`src/rtl/ssr_pkg.sv`:
```
package ssr_pkg;
    typedef enum logic {
        MOD_FALL = 1'b0,
        MOD_RISE = 1'b1
    } mod_edge_e;

    localparam int CFG_B_FROM_F4R4 = 0;
    localparam int CFG_A_FROM_F3R3 = 1;
    localparam int CFG_B_FROM_PER  = 2;
    localparam int CFG_A_COPY_B    = 3;
    localparam int CFG_GUARD_POL   = 6;
    localparam int CFG_GUARD_EN    = 7;
endpackage

```
`src/rtl/ssr_span_sel.sv`:
```
module ssr_span_sel
    import ssr_pkg::*;
#(
    parameter int CW = 8
) (
    input  logic [CW-1:0]      period_i,
    input  logic [3:0][CW-1:0] rise_i,
    input  logic [3:0][CW-1:0] fall_i,
    input  logic [3:0]         sel_i,
    output logic [CW-1:0]      span_a_o,
    output logic [CW-1:0]      span_b_o
);
    function automatic logic [CW-1:0] diff_mod(input logic [CW-1:0] a, input logic [CW-1:0] b,
                                               input logic [CW-1:0] p);
        return (a >= b) ? (a - b) : (a + p - b);
    endfunction

    function automatic logic [CW-1:0] diff_abs(input logic [CW-1:0] a, input logic [CW-1:0] b);
        return (a >= b) ? (a - b) : (b - a);
    endfunction

    always_comb begin
        span_a_o = diff_mod(fall_i[0], rise_i[0], period_i);
        span_b_o = diff_mod(fall_i[1], rise_i[1], period_i);
        if (sel_i[CFG_A_FROM_F3R3]) span_a_o = diff_abs(fall_i[2], rise_i[2]);
        if (sel_i[CFG_B_FROM_PER])  span_b_o = period_i - rise_i[1];
        if (sel_i[CFG_B_FROM_F4R4]) span_b_o = diff_abs(fall_i[3], rise_i[3]);
        if (sel_i[CFG_A_COPY_B])    span_a_o = span_b_o;
    end
endmodule

```
`src/rtl/ssr_ramp.sv`:
```
module ssr_ramp #(
    parameter int CW = 8
) (
    input  logic          clk,
    input  logic          rst_n,
    input  logic          en_i,
    input  logic          tick_i,
    input  logic [CW-1:0] step_i,
    input  logic [CW-1:0] period_i,
    input  logic [CW-1:0] span_a_i,
    input  logic [CW-1:0] span_b_i,
    output logic [CW-1:0] off_a_o,
    output logic [CW-1:0] off_b_o,
    output logic          done_o
);
    typedef struct packed {
        logic [CW-1:0] prog;
        logic          done;
    } ramp_st_t;

    ramp_st_t st_d, st_q;
    logic [CW:0] sum;

    always_comb begin
        st_d = st_q;
        sum  = {1'b0, st_q.prog} + {1'b0, step_i};
        if (tick_i) begin
            if (en_i) begin
                st_d.prog = (sum > {1'b0, period_i}) ? period_i : sum[CW-1:0];
                st_d.done = (st_d.prog >= span_a_i) && (st_d.prog >= span_b_i);
            end else begin
                st_d.prog = '0;
                st_d.done = 1'b0;
            end
        end
        off_a_o = (span_a_i > st_q.prog) ? (span_a_i - st_q.prog) : '0;
        off_b_o = (span_b_i > st_q.prog) ? (span_b_i - st_q.prog) : '0;
        done_o  = st_q.done;
    end

    always_ff @(posedge clk) begin
        if (!rst_n) st_q <= '0;
        else        st_q <= st_d;
    end

    // progress moves only at a period end
    a_r6_prog_at_boundary: assert property (@(posedge clk) disable iff (!rst_n)
        !tick_i |=> $stable(st_q.prog));
    // done only rises after an enabled period end
    a_r7_done_source: assert property (@(posedge clk) disable iff (!rst_n)
        $rose(st_q.done) |-> $past(tick_i && en_i));
    // a disabled period end restores full spans
    a_r8_disable_clears: assert property (@(posedge clk) disable iff (!rst_n)
        (tick_i && !en_i) |=> (st_q.prog == '0) && !st_q.done);
endmodule

```
`src/rtl/ssr_edge_gen.sv`:
```
module ssr_edge_gen
    import ssr_pkg::*;
#(
    parameter int        CW   = 8,
    parameter mod_edge_e MODE = MOD_FALL
) (
    input  logic          clk,
    input  logic          rst_n,
    input  logic [CW-1:0] cnt_i,
    input  logic [CW-1:0] period_i,
    input  logic [CW-1:0] rise_i,
    input  logic [CW-1:0] fall_i,
    input  logic [CW-1:0] off_i,
    input  logic          guard_on_i,
    input  logic          fall_after_i,
    output logic          pwm_o
);
    typedef struct packed {
        logic pwm;
    } edge_st_t;

    edge_st_t      st_d, st_q;
    logic [CW-1:0] base, pos, r_eff, f_eff;

    always_comb begin
        st_d  = st_q;
        base  = (MODE == MOD_FALL) ? fall_i : rise_i;
        pos   = (off_i > base) ? (base + period_i - off_i) : (base - off_i);
        r_eff = rise_i;
        f_eff = fall_i;
        if (MODE == MOD_FALL) f_eff = pos;
        else                  r_eff = pos;
        if (guard_on_i) begin
            if (fall_after_i && (f_eff < r_eff)) begin
                if (MODE == MOD_FALL) f_eff = r_eff;
                else                  r_eff = f_eff;
            end else if (!fall_after_i && (r_eff < f_eff)) begin
                if (MODE == MOD_FALL) f_eff = r_eff;
                else                  r_eff = f_eff;
            end
        end
        if (r_eff == f_eff)    st_d.pwm = 1'b0;
        else if (r_eff < f_eff) st_d.pwm = (cnt_i >= r_eff) && (cnt_i < f_eff);
        else                    st_d.pwm = (cnt_i >= r_eff) || (cnt_i < f_eff);
        pwm_o = st_q.pwm;
    end

    always_ff @(posedge clk) begin
        if (!rst_n) st_q <= '0;
        else        st_q <= st_d;
    end

    // coinciding programmed edges with no offset give a low output
    a_r1_equal_edges_low: assert property (@(posedge clk) disable iff (!rst_n)
        ((rise_i == fall_i) && (off_i == '0)) |=> !st_q.pwm);
endmodule

```
`src/rtl/ssr_pwm_softstart.sv`:
```
module ssr_pwm_softstart
    import ssr_pkg::*;
#(
    parameter int CW = 8
) (
    input  logic              clk,
    input  logic              rst_n,
    input  logic [CW-1:0]     period_i,
    input  logic [3:0][CW-1:0] rise_i,
    input  logic [3:0][CW-1:0] fall_i,
    input  logic              ss_en_i,
    input  logic [CW-1:0]     step_i,
    input  logic [7:0]        cfg_i,
    output logic [3:0]        pwm_o,
    output logic              ramp_done_o
);
    localparam int NOUT = 4;

    typedef struct packed {
        logic [CW-1:0] cnt;
    } top_st_t;

    top_st_t       st_d, st_q;
    logic          tick;
    logic [CW-1:0] span_a, span_b, off_a, off_b;
    logic          done;
    logic          cfg_unused;

    assign cfg_unused = ^cfg_i[5:4];

    always_comb begin
        st_d     = st_q;
        tick     = (st_q.cnt >= (period_i - CW'(1)));
        st_d.cnt = tick ? '0 : (st_q.cnt + CW'(1));
    end

    always_ff @(posedge clk) begin
        if (!rst_n) st_q <= '0;
        else        st_q <= st_d;
    end

    ssr_span_sel #(.CW(CW)) u_span (
        .period_i (period_i),
        .rise_i   (rise_i),
        .fall_i   (fall_i),
        .sel_i    (cfg_i[3:0]),
        .span_a_o (span_a),
        .span_b_o (span_b)
    );

    ssr_ramp #(.CW(CW)) u_ramp (
        .clk      (clk),
        .rst_n    (rst_n),
        .en_i     (ss_en_i),
        .tick_i   (tick),
        .step_i   (step_i),
        .period_i (period_i),
        .span_a_i (span_a),
        .span_b_i (span_b),
        .off_a_o  (off_a),
        .off_b_o  (off_b),
        .done_o   (done)
    );

    for (genvar g = 0; g < NOUT; g++) begin : g_out
        localparam mod_edge_e M = (g < 2) ? MOD_FALL : MOD_RISE;
        logic [CW-1:0] off_sel;
        logic          fall_after;
        assign off_sel    = (g % 2 == 0) ? off_a : off_b;
        assign fall_after = (g < 2) ? 1'b1 : cfg_i[CFG_GUARD_POL];
        ssr_edge_gen #(.CW(CW), .MODE(M)) u_edge (
            .clk          (clk),
            .rst_n        (rst_n),
            .cnt_i        (st_q.cnt),
            .period_i     (period_i),
            .rise_i       (rise_i[g]),
            .fall_i       (fall_i[g]),
            .off_i        (off_sel),
            .guard_on_i   (cfg_i[CFG_GUARD_EN] && !done),
            .fall_after_i (fall_after),
            .pwm_o        (pwm_o[g])
        );
    end

    assign ramp_done_o = done;

    // a done ramp has both offsets at zero
    a_r7_done_offsets_zero: assert property (@(posedge clk) disable iff (!rst_n)
        ramp_done_o |-> ((off_a == '0) && (off_b == '0)));
    // offsets never exceed the period for legal edge programming
    a_r6_offset_bound: assert property (@(posedge clk) disable iff (!rst_n)
        ((rise_i[0] < period_i) && (fall_i[0] < period_i) && (rise_i[1] < period_i) &&
         (fall_i[1] < period_i) && (rise_i[2] < period_i) && (fall_i[2] < period_i) &&
         (rise_i[3] < period_i) && (fall_i[3] < period_i)) |-> ((off_a <= period_i) && (off_b <= period_i)));
endmodule

```
`config.mk`:
```
export PLATFORM = sky130hd
export DESIGN_NAME = ssr_pwm_softstart
export DESIGN_NICKNAME = d
export VERILOG_FILES = /design/src/rtl/ssr_pkg.sv /design/src/rtl/ssr_span_sel.sv /design/src/rtl/ssr_ramp.sv /design/src/rtl/ssr_edge_gen.sv /design/src/rtl/ssr_pwm_softstart.sv
export SDC_FILE = /design/constraint.sdc
export NUM_CORES = 1
export LEC_CHECK = 0
export BUFFER_PORTS_ARGS = -buffer_cell sky130_fd_sc_hd__clkbuf_2
export CAP_MARGIN = 10
export CORE_UTILIZATION = 69
export DETAILED_ROUTE_END_ITERATION = 10
export PLACE_DENSITY = 0.9
export REMOVE_ABC_BUFFERS = 1
export SYNTH_ARGS = -nofsm -noshare
export SYNTH_HDL_FRONTEND = slang
export SYNTH_SLANG_ARGS = --single-unit
```
`constraint.sdc`:
```
create_clock -name clk -period 21.8 [get_ports clk]
set_clock_uncertainty 0.1 [all_clocks]
set_input_delay 4.36 -clock clk [delete_from_list [all_inputs] [get_ports clk]]
set_output_delay 4.36 -clock clk [all_outputs]
set_load 0.01 [all_outputs]
```
== Yosys cells after proc, flatten, opt, wreduce, memory -nomap -nowiden ==
Cells that the tools add are included.

* Add/subtract/negate cells: 26
* $mul: 0
* Divide/modulo/power cells: 0
* $lt $le $gt $ge: 32
* Equality and inequality tests: 4
* Shift operators: 0
* Muxes and demuxes: 30
* Bitwise gates (word level): 1
* Reductions and logical operators: 21

{| class="wikitable"
|+ Operators by type and width
! cell !! number
|-
| $mux 8 || 25
|-
| $sub 8x8->8 || 19
|-
| $lt 8x8->1 || 14
|-
| $ge 8x8->1 || 11
|-
| $gt 8x8->1 || 6
|-
| $add 8x8->8 || 4
|-
| $eq 8x8->1 || 4
|-
| $logic_and 1x1->1 || 10
|-
| $reduce_or 2->1 || 5
|-
| $add 8x8->9 || 1
|-
| $gt 9x8->1 || 1
|-
| $mux 9 || 1
|-
| $add 8x1->8 const B || 1
|-
| $sub 8x1->8 const B || 1
|-
| $logic_or 1x1->1 || 4
|-
| $mux 1 || 4
|-
| $logic_not 1->1 || 2
|-
| $not 1->1 || 1
|}

* Bits in registers: 21
* Latch bits: 0
* Bits in writable memories: 0
* Memory bits (read-only): 0
* Bits of input ports: 91
* Output and inout port bits: 5
* Word-level logic and storage cells: 121
* Memories: 0

== Depth between registers and ports, before layout ==
Gate-level depths: netlist (run 1).

* Depth after elaboration: 18
* Mapped depth: 57

== Cells and area by module ==
Synthesis (run 1) repeated with hierarchy kept, for this count alone.

* Cell total of the unflattened synthesis: 1,789
* Area total of the unflattened synthesis: 14,017.2 µm²

{| class="wikitable"
|+ By module, submodules not included
! module !! times used !! cells each !! area each (µm²) !! seq. area each (µm²)
|-
| ssr_span_sel || 1 || 538 || 3,917.5 || 0.0
|-
| ssr_edge_gen at g_out[2].u_edge ... || 2 || 233 || 1,929.4 || 20.0
|-
| ssr_ramp || 1 || 253 || 2,024.4 || 180.2
|-
| ssr_edge_gen at g_out[1].u_edge || 1 || 231 || 1,798.0 || 20.0
|-
| ssr_edge_gen at g_out[0].u_edge || 1 || 230 || 1,781.7 || 20.0
|-
| ssr_pwm_softstart || 1 || 71 || 636.9 || 160.2
|}

== Least setup slack after synthesis (run 1) ==
Ideal clock, no wire load.

* Path type: in2reg
* Start: input port fall_i[8] (netlist name)
* End: register g_out[2].u_edge.st_q
* Arrival time: 13.603 ns
* Data required time: 21.583 ns
* Path slack: 7.980 ns
* Stages on the path: 51
* Path buffers: 3
* Path through: inv_1 > ha_1 > inv_1 > fa_1 > a211oi_1 > o21a_1 > o21ai_0 > a21oi_1 > buf_2 > nor2_1 > a211oi_1 > a211oi_1 > a21o_1 > mux2_2 > ha_1 > nor2b_1 > o21ai_0 > a21boi_0 > (+15 left out) > ha_1 > nand4_1 > o21ai_0 > mux2i_1 > nand2b_1 > clkbuf_1 > clkbuf_1 > a21o_1 > ha_1 > nor2b_1 > o21a_1 > o21a_1 > o21a_1 > o21ai_0 > a21oi_1 > a211oi_1 > maj3_1 > nor2_1

* Longest elaborated chain between the ends: 18
* Elaborated cells between the ends (all ways): 29
* Those cells by class: add/sub: 6; order compare: 7; eq/ne: 1; mux: 10; reduce/logical: 5

{| class="wikitable"
|+ Ends and longest elaborated chain
! what !! line !! source
|-
| start: declaration || ssr_pwm_softstart.sv:10 || <nowiki>input logic [3:0][CW-1:0] fall_i,</nowiki>
|-
| $add 8x8->8 || ssr_span_sel.sv:15 || <nowiki>return (a >= b) ? (a - b) : (a + p - b);</nowiki>
|-
| $sub 8x8->8 || ssr_span_sel.sv:15 ||
|-
| $mux 8 * || ssr_span_sel.sv:15 ||
|-
| $mux 8 * || ssr_span_sel.sv:26 || <nowiki>if (sel_i[CFG_B_FROM_PER]) span_b_o = period_i - rise_i[1];</nowiki>
|-
| $mux 8 * || ssr_span_sel.sv:27 || <nowiki>if (sel_i[CFG_B_FROM_F4R4]) span_b_o = diff_abs(fall_i[3], rise_i[3]);</nowiki>
|-
| $mux 8 * || ssr_span_sel.sv:28 || <nowiki>if (sel_i[CFG_A_COPY_B]) span_a_o = span_b_o;</nowiki>
|-
| $sub 8x8->8 or $gt 8x8->1 (tied branches) || ssr_ramp.sv:36 || <nowiki>off_a_o = (span_a_i > st_q.prog) ? (span_a_i - st_q.prog) : '0;</nowiki>
|-
| $mux 8 * || ssr_ramp.sv:36 ||
|-
| (+2 left out) || -- ||
|-
| $lt 8x8->1 || ssr_edge_gen.sv:37 || <nowiki>end else if (!fall_after_i && (r_eff < f_eff)) begin</nowiki>
|-
| $logic_and 1x1->1 || ssr_edge_gen.sv:37 ||
|-
| $mux 8 || ssr_edge_gen.sv:37 ||
|-
| $mux 8 || ssr_edge_gen.sv:34 || <nowiki>if (fall_after_i && (f_eff < r_eff)) begin</nowiki>
|-
| $mux 8 * || ssr_edge_gen.sv:33 || <nowiki>if (guard_on_i) begin</nowiki>
|-
| $ge 8x8->1 || ssr_edge_gen.sv:43, ssr_edge_gen.sv:44 ||
|-
| $logic_or 1x1->1 or $logic_and 1x1->1 (tied branches) || ssr_edge_gen.sv:44, ssr_edge_gen.sv:43 ||
|-
| $mux 1 || ssr_edge_gen.sv:43 || <nowiki>else if (r_eff < f_eff) st_d.pwm = (cnt_i >= r_eff) && (cnt_i < f_eff);</nowiki>
|-
| end signal: assignment || ssr_edge_gen.sv:50 || <nowiki>else st_q <= st_d;</nowiki>
|-
| end: declaration || ssr_edge_gen.sv:22 || <nowiki>edge_st_t st_d, st_q;</nowiki>
|}

Mark *: on every way between the ends. The rest lies on a longest branch, timed or not.
A chain may end at the register's enable or synchronous reset.

== Final worst setup path (run 1) ==
* Start: input port rise_i[8] (netlist name)
* End: register g_out[3].u_edge.st_q

* Longest elaborated chain between the ends: 16
* Elaborated cells between the ends (all ways): 28
* Those cells by class: add/sub: 6; order compare: 7; eq/ne: 1; mux: 9; reduce/logical: 5

{| class="wikitable"
|+ Ends and longest elaborated chain
! what !! line !! source
|-
| start: declaration || ssr_pwm_softstart.sv:9 || <nowiki>input logic [3:0][CW-1:0] rise_i,</nowiki>
|-
| $sub 8x8->8 or $ge 8x8->1 (tied branches) || ssr_span_sel.sv:15 ||
|-
| $mux 8 || ssr_span_sel.sv:15 ||
|-
| $mux 8 * || ssr_span_sel.sv:26 ||
|-
| $mux 8 * || ssr_span_sel.sv:27 ||
|-
| $sub 8x8->8 or $gt 8x8->1 (tied branches) || ssr_ramp.sv:37 || <nowiki>off_b_o = (span_b_i > st_q.prog) ? (span_b_i - st_q.prog) : '0;</nowiki>
|-
| $mux 8 * || ssr_ramp.sv:37 ||
|-
| $sub 8x8->8 or $gt 8x8->1 (tied branches) || ssr_edge_gen.sv:28 || <nowiki>pos = (off_i > base) ? (base + period_i - off_i) : (base - off_i);</nowiki>
|-
| $mux 8 * || ssr_edge_gen.sv:28 ||
|-
| $lt 8x8->1 || ssr_edge_gen.sv:37 ||
|-
| $logic_and 1x1->1 || ssr_edge_gen.sv:37 ||
|-
| $mux 8 || ssr_edge_gen.sv:37 ||
|-
| $mux 8 || ssr_edge_gen.sv:34 ||
|-
| $mux 8 * || ssr_edge_gen.sv:33 ||
|-
| $ge 8x8->1 || ssr_edge_gen.sv:43, ssr_edge_gen.sv:44 ||
|-
| $logic_or 1x1->1 or $logic_and 1x1->1 (tied branches) || ssr_edge_gen.sv:44, ssr_edge_gen.sv:43 ||
|-
| $mux 1 || ssr_edge_gen.sv:43 ||
|-
| end signal: assignment || ssr_edge_gen.sv:50 ||
|-
| end: declaration || ssr_edge_gen.sv:22 ||
|}

Marked as above.

==> impl_metrics.toml, run 1 <==
[outcome]
outcome = "finished, final reports clean"

[setup_path]
critPathTopFamily = "compound AO/OA/AOI/OAI gates"
crit_path_max_incr_delay_ns = 0.68
cp_max_fo = 19
r2r_slack_ns = 12.89
cp_slowest_cell = "a21oi_1"
critical_path.n_buffers_inverters = 8
reg2reg_to = "g_out[3].u_edge.pwm_o$_SDFF_PP0_"
worstSetupEndpointType = "flip-flop"
rr_startpoint = "u_ramp.st_q[1]$_SDFFE_PN0P_"
path_class = "input port to flip-flop"
crit_arrival_ns = 15.74
start_kind = "input port"
r2r_cells = 39
critical_path_required_ns = 21.85

[final_layout]
regArea_um2 = 420
stdcell_count = 1919
area_growth_pct = 5.74
antenna_cells = 0
postLayoutCoreUtil_pct = 75.8
nets = 2141
layout_common_cells = "ha_1 (321), inv_1 (185), a21oi_1 (129), nor2_1 (107), o21ai_0 (105)"
multi_input_area_mm2 = 0.0113
layout_commonest_cell = "ha_1"
fillers = 1361
drive_above_1_share_pct = 7.44

[sta]
fin_ws_ns = 6.11
finalHoldViolCount = 0
min_period_ns = 15.69
hold_slack_ns = 0.435
finalMaxSlewViolations = 0
setup_viol = 0
worst_pin_slew_ns = 1.10
fin_tns_setup_ns = 0
relSlewSlack_pct = 26.2
max_freq_mhz = 63.7
period_share_pct = 72.0
rsz0062_at_grt = "no"

[clock_network]
cts_setup_buffers = 0
clockBufferDepth = 2
clock_latency_ns = 0.27
numCtsBuffers = 3
ctsResizeCount = 0
path_clk_slew_ns = 0.07
cts.sinks = 21
root_buffer = "clkbuf_16"
cts_max_level = 1
cts_hold_buf = 0
tritoncts = "done"

[drt]
drt_wl_total_um = 35600
drc = 0
first_iter_violations = 932
avgRoutedWirePerCell_um = 18.5
postRouteAntennaNets = 0
via_count = 12400
viasPerCell = 6.48
dr.pass1.iters = 6

[synth]
synth_edf_count = 0
synth.distinct_cells = 70
netlist_area_mm2 = 0.0126
syn_area_per_cell_um2 = 7.76
yosysSeqAreaShare_pct = 3.34
yosysWarnings = 0
async_reset_ff_share_pct = 0
synthCells = 1619
ys_ff_latch = 21
synth_top_flop_cell = "dfxtp_1"

[floorplan]
chipWidth_um = 137
initial_core_util_pct = 71.7
die_area_mm2 = 0.0188
core_mm2 = 0.0175
rows = 48
die_h_um = 137
io_pins = 96

[placed_design]
io_buffers = 93
globalplace.congestion = 0.985
hpwl_um = 30000
pre_cts_slack_ns = 6.31
place_inst = 1915

[power]
clockPowerShare_pct = 2.3
seqPwrFrac_pct = 2.6
p_comb_share_pct = 95.1
p_leak_uw = 0.00689
p_int_uw = 819
power_density_mw_per_mm2 = 135
switching_power_uw = 970
ir_worst_vdd_mv = 0.0827
switching_share_pct = 54.2

[global_route]
first_global_vias = 12200
grtUsageTotal_pct = 38.5
antenna_found_initial = 0
grt.overflow.total = 0
grt_pass1_wl_um = 57100
grt_max_degree = 21

[flow_run]
cap_violations = 0

[worst_hold_path]
min_path_type = "flip-flop to flip-flop"
hold_start = "u_ramp.done_o$_SDFFE_PN0P_"
min_to = "u_ramp.done_o$_SDFFE_PN0P_"
min_path_cells = 1
==> flip-flops by register name (all words and copies together), names as in the netlist <==
signal / count
st_q: 8
u_ramp.done_o: 1
g_out.u_edge.pwm_o: 4
u_ramp.st_q: 8
==> power by group through the flow <==
stage                     Clock [µW]  Combinational (µW)  Sequential (µW)
after floorplan                    0                1300             46.7
after global placement             0                1580             47.0
after detailed placement           0                1660             46.9
after CTS                       41.4                1670             46.1
after global routing            42.7                1910             46.5
final                           41.3                1700             46.4
==> through the flow <==
stage	total power (µW)	instance area, µm²
2_1_floorplan	1350	12400
3_3_place_gp	1620	13200
3_5_place_dp	1710	13200
4_1_cts	1760	13300
5_1_grt	2000	13300
6_report	1790	13300
==> cell usage after synthesis (4+ instances only) <==
master	n	share of area [%]
and3_1	8	0.40
nor3_1	35	1.4
and2_1	4	0.20
mux2i_1	52	4.1
a21boi_0	5	0.30
a21o_1	64	3.8
clkbuf_1	15	0.45
o21ai_0	105	4.2
a311oi_1	4	0.28
a31oi_1	12	0.60
mux2_2	11	0.99
nand4_1	21	1.0
a211oi_1	20	1.2
nor2b_1	51	2.5
nand3b_1	6	0.36
nand2b_1	36	1.8
o2111ai_1	4	0.28
inv_1	185	5.5
fa_1	34	5.4
xor2_1	42	2.9
a211o_1	6	0.42
nand3_1	24	0.96
xnor2_1	86	6.0
or3_1	8	0.40
nor2_1	107	3.2
o31a_1	4	0.28
buf_4	4	0.24
o2bb2ai_1	5	0.35
o22ai_1	10	0.50
o21ai_1	4	0.16
ha_1	321	32
dfxtp_1	21	3.3
o211ai_1	10	0.60
o41ai_1	9	0.63
a21oi_1	129	5.1
o21bai_1	11	0.66
nand2_1	71	2.1
o21a_1	27	1.6
==> metal layers <==
layer	global-route usage (%)	part of all wire (%)	up-vias
li1	-	-	5968
met1	47.0	41	5762
met2	65.3	45	576
met3	4.33	8.5	137
met4	22.0	5.6	0
met5	0	0	-
==> worst max path at each step <==
stage / to / cells after the start / start / slack, ns
after global placement: g_out[2].u_edge.pwm_o$_SDFF_PP0_ / 52 / rise_i[8] / 6.61
after detailed placement: g_out[3].u_edge.pwm_o$_SDFF_PP0_ / 52 / rise_i[8] / 6.31
after floorplan: g_out[3].u_edge.pwm_o$_SDFF_PP0_ / 49 / fall_i[8] / 7.69
final: g_out[3].u_edge.pwm_o$_SDFF_PP0_ / 52 / rise_i[8] / 6.11
after CTS: g_out[3].u_edge.pwm_o$_SDFF_PP0_ / 52 / rise_i[8] / 6.56
after global routing: g_out[3].u_edge.pwm_o$_SDFF_PP0_ / 51 / rise_i[9] / 5.35
==> final cells by class <==
class,instances,area share (%)
repair buffers,96,3.67
clock inverters,1,0.0377
inverters,185,5.22
flip-flops and latches,21,3.16
clock buffers,3,0.565
multi-input cells,1388,85.2
well taps,225,2.12
==> cell families (layout without fill, tap and decap cells) <==
logic type | Yosys count | count (layout) | share of synthesized area [%]
mux | 64 | 64 | 5.25
compound gates | 458 | 458 | 23.4
fa+ha+maj | 358 | 358 | 37.6
xor+xnor | 128 | 128 | 8.92
simple gates | 380 | 380 | 14.9
buf+inv | 210 | 285 | 6.54
flops | 21 | 21 | 3.34
Power figures use the tool's default switching activity.
==> run 2, diff against run 1 <==
--- a/config.mk
+++ b/config.mk
@@ -5,11 +5,12 @@
 export SDC_FILE = /design/constraint.sdc
 export NUM_CORES = 1
 export LEC_CHECK = 0
+export ABC_AREA = 1
 export BUFFER_PORTS_ARGS = -buffer_cell sky130_fd_sc_hd__clkbuf_2
 export CAP_MARGIN = 10
-export CORE_UTILIZATION = 69
+export CORE_UTILIZATION = 58
 export DETAILED_ROUTE_END_ITERATION = 10
-export PLACE_DENSITY = 0.9
+export PLACE_DENSITY = 0.8
 export REMOVE_ABC_BUFFERS = 1
 export SYNTH_ARGS = -nofsm -noshare
 export SYNTH_HDL_FRONTEND = slang
==> constraint.sdc (replaced) <==
create_clock -name clk -period 14.05 [get_ports clk]
set_clock_uncertainty 0.1 [all_clocks]
set_input_delay 2.81 -clock clk [delete_from_list [all_inputs] [get_ports clk]]
set_output_delay 2.81 -clock clk [all_outputs]
set_load 0.01 [all_outputs]
==> impl_metrics.toml, run 2 <==
[synth]
yosysSeqAreaShare_pct = 3.33
synth.most_common_cell = "nand2_1"
yosysTopAreaCell = "ha_1"
yosys.area.top_type_share_pct = 31.8
synth.distinct_cells = 64
async_reset_ff_share_pct = 0
synth_top_flop_cell = "dfxtp_1"
synth_commonest_cells = "nand2_1 (362), inv_1 (342), ha_1 (321)"
ys_top_cells_by_area = "ha_1 (32%), nand2_1 (11%), inv_1 (10%)"
synthCells = 1892
syn_area_per_cell_um2 = 6.68
netlist_area_mm2 = 0.0126
yosysWarnings = 0
ys_ff_latch = 21
synth_edf_count = 0

[clock_network]
cts.sinks = 21
cts_hold_buf = 0
ctsResizeCount = 0
path_clk_slew_ns = 0.07
cts_max_level = 1
numCtsBuffers = 3
clockBufferDepth = 2
root_buffer = "clkbuf_16"
tritoncts = "done"
clock_latency_ns = 0.27
cts_setup_buffers = 0

[setup_path]
path_class = "input port to flip-flop"
crit_path_max_incr_delay_ns = 0.52
start_kind = "input port"
cp_max_fo = 16
crit_arrival_ns = 12.57
worstSetupEndpointType = "flip-flop"
cp_common_cell = "inv_1"
critical_path_required_ns = 14.10
cp_slowest_cell = "fa_1"

[placed_design]
io_buffers = 93
pre_cts_slack_ns = 1.44
globalplace.congestion = 0.982
hpwl_um = 30700

[final_layout]
nets = 2418
drive_above_1_share_pct = 9.23
fillers = 2000
layout_commonest_cell = "nand2_1"
layout_common_cells = "nand2_1 (362), inv_1 (342), ha_1 (321), a21oi_1 (174), o21ai_0 (122)"
area_growth_pct = 6.21
antenna_cells = 0
postLayoutCoreUtil_pct = 63.2

[flow_run]
cap_violations = 0

[global_route]
antenna_found_initial = 0
grt_max_degree = 17
grt_pass1_wl_um = 57400
grtUsageTotal_pct = 32.3
grt.overflow.total = 0
first_global_vias = 11900

[sta]
period_share_pct = 89.1
max_freq_mhz = 79.9
min_period_ns = 12.52
finalHoldViolCount = 0
fin_ws_ns = 1.53
rsz0062_at_grt = "no"
setup_viol = 0
finalMaxSlewViolations = 0
relSlewSlack_pct = 34.6
worst_pin_slew_ns = 0.980
fin_tns_setup_ns = 0

[floorplan]
die_h_um = 150
chipWidth_um = 150
core_mm2 = 0.0212
die_area_mm2 = 0.0224
initial_core_util_pct = 59.5
rows = 53
io_pins = 96

[drt]
avgRoutedWirePerCell_um = 15.9
via_count = 12700
dr.pass1.iters = 7
drt_wl_total_um = 35800
viasPerCell = 5.67
postRouteAntennaNets = 0
first_iter_violations = 877
drc = 0

[power]
ir_worst_vdd_mv = 0.104
power_density_mw_per_mm2 = 162
p_leak_uw = 0.00760
p_total_uw = 2170

[worst_hold_path]
min_path_type = "flip-flop to flip-flop"

[outcome]
outcome = "finished, final reports clean"
==> run 2: cell count changes after synthesis, moves of 17 or more <==
cell,before,now
inv_1,185,342
xnor2_1,86,38
a21o_1,64,9
nor2b_1,51,0
mux2i_1,52,4
a211oi_1,20,2
nand2_1,71,362
nand3_1,24,68
nand2b_1,36,0
nor3_1,35,15
o21ai_2,1,19
o21ai_0,105,122
a21oi_1,129,174
==> run 2: worst max-delay path: cells and delay by family <==
kind                     cells  cell delay [ns]
buffers and inverters       11             1.29
XOR/XNOR                     1             0.16
adder cells (fa/ha/maj)      6             2.16
AO/OA/AOI/OAI               24             2.76
AND/OR/NAND/NOR             20             3.35
==> run 2: path summary, 6_finish.rpt <==
check | startpoint | to | slack, ns | cells after the start
setup / recovery | period_i[2] | g_out[3].u_edge.pwm_o$_SDFF_PP0_ | 1.53 | 62
hold / removal | st_q[0]$_SDFF_PP0_ | st_q[0]$_SDFF_PP0_ | 0.36 | 1
setup reg to reg | u_ramp.st_q[1]$_SDFFE_PN0P_ | g_out[3].u_edge.pwm_o$_SDFF_PP0_ | 6.10 | 45
hold reg to reg | st_q[0]$_SDFF_PP0_ | st_q[0]$_SDFF_PP0_ | 0.36 | 1
==> run 2: cell families (layout without fill, tap and decap cells) <==
family / Yosys count / count (layout) / synth area share (%)
flops: 21 / 21 / 3.33
mux: 4 / 4 / 0.317
simple gates: 614 / 614 / 21.0
compound gates: 437 / 437 / 20.6
xor+xnor: 89 / 89 / 6.17
fa+ha+maj: 355 / 355 / 37.2
buf+inv: 372 / 451 / 11.4
==> run 2: per-layer routing <==
| metal | global-route usage [%] | up-vias | wire length (µm) |
|---|---|---|---|
| met3 | 4.60 | 72 | 2620 |
| li1 | - | 6449 | - |
| met1 | 43.1 | 5797 | 16100 |
| met5 | 0 | - | 0 |
| met2 | 52.9 | 416 | 15900 |
| met4 | 10.6 | 0 | 1190 |
==> run 2: per-stage QoR <==
| step | area (µm²) | hold WS [ns] | std cells |
|---|---|---|---|
| floorplan | 12500 | 0.330 | 1872 |
| global placement | 13300 | 0.343 | 2242 |
| detailed placement | 13300 | 0.356 | 2242 |
| CTS | 13400 | 0.370 | 2246 |
| global route | 13400 | 0.419 | 2246 |
| finish | 13400 | 0.365 | 2246 |
==> run 2: where the power goes <==
| part | switching (µW) | internal [µW] | total (µW) | leakage (µW) |
|---|---|---|---|---|
| Combinational | 1230 | 809 | 2030 | 0.00740 |
| Clock | 26.7 | 38.7 | 65.5 | 0.0000371 |
| Sequential | 6.20 | 65.3 | 71.5 | 0.000171 |
| Total | 1260 | 913 | 2170 | 0.00760 |
==> run 2: cell type report <==
| cell class | instances | area (µm²) | share of cell area (%) |
|---|---|---|---|
| clock buffer | 3 | 75.1 | 0.559 |
| clock inverter | 1 | 7.51 | 0.0559 |
| inverter | 352 | 1320 | 9.85 |
| multi-input combinational | 1499 | 10800 | 80.3 |
| sequential | 21 | 420 | 3.13 |
| tap | 275 | 344 | 2.56 |
| timing repair buffer | 95 | 480 | 3.58 |
==> run 3, diff against run 2 <==
--- a/config.mk
+++ b/config.mk
@@ -8,9 +8,11 @@
 export ABC_AREA = 1
 export BUFFER_PORTS_ARGS = -buffer_cell sky130_fd_sc_hd__clkbuf_2
 export CAP_MARGIN = 10
-export CORE_UTILIZATION = 58
+export CELL_PAD_IN_SITES_DETAIL_PLACEMENT = 0
+export CELL_PAD_IN_SITES_GLOBAL_PLACEMENT = 1
+export CORE_UTILIZATION = 41
 export DETAILED_ROUTE_END_ITERATION = 10
-export PLACE_DENSITY = 0.8
+export PLACE_DENSITY_LB_ADDON = 0.1
 export REMOVE_ABC_BUFFERS = 1
 export SYNTH_ARGS = -nofsm -noshare
 export SYNTH_HDL_FRONTEND = slang
==> impl_metrics.toml, run 3 (synthesized netlist as in run 2, its figures left out) <==
[drt]
via_count = 12200
drt_wl_total_um = 39500
dr.pass1.iters = 5
avgRoutedWirePerCell_um = 16.7
wl_met3_um = 1830
drc = 0
postRouteAntennaNets = 0
top_layer_used = "met4"
wirelength_met1_um = 20200
route.met2.wl_um = 16800
first_iter_violations = 621
viasPerCell = 5.17

[floorplan]
chipWidth_um = 178
io_pins = 96
die_h_um = 178
rows = 63
die_area_mm2 = 0.0315
core_mm2 = 0.0300
initial_core_util_pct = 42.2

[placed_design]
io_buffers = 93
globalplace.congestion = 0.917
hpwl_um = 34300

[final_layout]
postLayoutCoreUtil_pct = 45.3
nets = 2419
layout_common_cells = "nand2_1 (362), inv_1 (342), ha_1 (321), a21oi_1 (174), o21ai_0 (122)"
antenna_cells = 0
area_growth_pct = 7.41
drive_above_1_share_pct = 9.28
layout_commonest_cell = "nand2_1"

[power]
p_leak_uw = 0.00761
ir_worst_vdd_mv = 0.118
power_density_mw_per_mm2 = 160

[sta]
min_period_ns = 12.69
setup_viol = 0
finalHoldViolCount = 0
max_freq_mhz = 78.8
fin_tns_setup_ns = 0
finalMaxSlewViolations = 0
worst_pin_slew_ns = 1.06
rsz0062_at_grt = "no"
period_share_pct = 90.3
relSlewSlack_pct = 29.6

[global_route]
grt_pass1_wl_um = 61800
grtUsageTotal_pct = 25.5
antenna_found_initial = 0
grt_max_degree = 17
grt.overflow.total = 0
first_global_vias = 11600

[setup_path]
critical_path_required_ns = 14.10
crit_path_max_incr_delay_ns = 0.52
r2r_cells = 45
path_class = "input port to flip-flop"
cp_slowest_cell = "fa_1"
cp.depth = 60
worstSetupEndpointType = "flip-flop"
r2r_slack_ns = 5.99
reg2reg_to = "g_out[3].u_edge.pwm_o$_SDFF_PP0_"
crit_arrival_ns = 12.74
critPathTopFamily = "compound AO/OA/AOI/OAI gates"
critical_path.n_buffers_inverters = 9
rr_startpoint = "u_ramp.st_q[1]$_SDFFE_PN0P_"
cp_max_fo = 16
start_kind = "input port"

[clock_network]
root_buffer = "clkbuf_16"
numCtsBuffers = 3
tritoncts = "done"
cts.sinks = 21
cts_hold_buf = 0
clock_latency_ns = 0.27
ctsResizeCount = 0
clockBufferDepth = 2
path_clk_slew_ns = 0.06
cts_max_level = 1
cts_setup_buffers = 0

[worst_hold_path]
min_to = "st_q[0]$_SDFF_PP0_"
min_path_cells = 1
min_path_type = "flip-flop to flip-flop"
hold_start = "st_q[0]$_SDFF_PP0_"

[flow_run]
cap_violations = 0

[outcome]
outcome = "finished, final reports clean"
[run 3: changes by cell type in the layout (fill, tap and decap cells not counted), sizes merged]
| cell | before | now |
|---|---|---|
| buf | 2 | 3 |
[run 3: per-stage QoR]
| stage | cell area (µm²) | cells | setup WS, ns | hold slack [ns] | power (µW) |
|---|---|---|---|---|---|
| floorplan | 12500 | 1872 | 2.89 | 0.330 | 1650 |
| global placement | 13500 | 2358 | 1.22 | 0.352 | 2070 |
| detailed placement | 13500 | 2358 | 1.16 | 0.361 | 2110 |
| CTS | 13600 | 2362 | 1.41 | 0.377 | 2190 |
| global route | 13600 | 2362 | 0.388 | 0.407 | 2520 |
| finish | 13600 | 2362 | 1.36 | 0.375 | 2170 |
[run 3: how the worst max path moves through the flow]
stage / startpoint / to
floorplan: period_i[0] / g_out[3].u_edge.pwm_o$_SDFF_PP0_
global placement: period_i[0] / g_out[3].u_edge.pwm_o$_SDFF_PP0_
detailed placement: period_i[0] / g_out[3].u_edge.pwm_o$_SDFF_PP0_
CTS: period_i[0] / g_out[3].u_edge.pwm_o$_SDFF_PP0_
global route: period_i[0] / g_out[3].u_edge.pwm_o$_SDFF_PP0_
finish: period_i[0] / g_out[3].u_edge.pwm_o$_SDFF_PP0_
[run 3: layout make-up]
class                      count  area [µm²]
clock inverter                 1        7.51
clock buffer                   3        75.1
timing repair buffer          96         488
multi-input combinational   1499       10800
tap                          390         488
sequential                    21         420
inverter                     352        1320
fill                        3213       16400
[run 3: power breakdown]
group / switching, µW / internal, µW
sequential: 4.82 / 65.3
clock: 27.3 / 38.7
combinational: 1230 / 804
total: 1260 / 908
[run 3: per-layer routing]
metal  global-route usage [%]  vias up
met4                     3.74        0
met5                        0        -
met3                     2.63       27
li1                         -     6457
met2                     40.5      194
met1                     37.3     5545
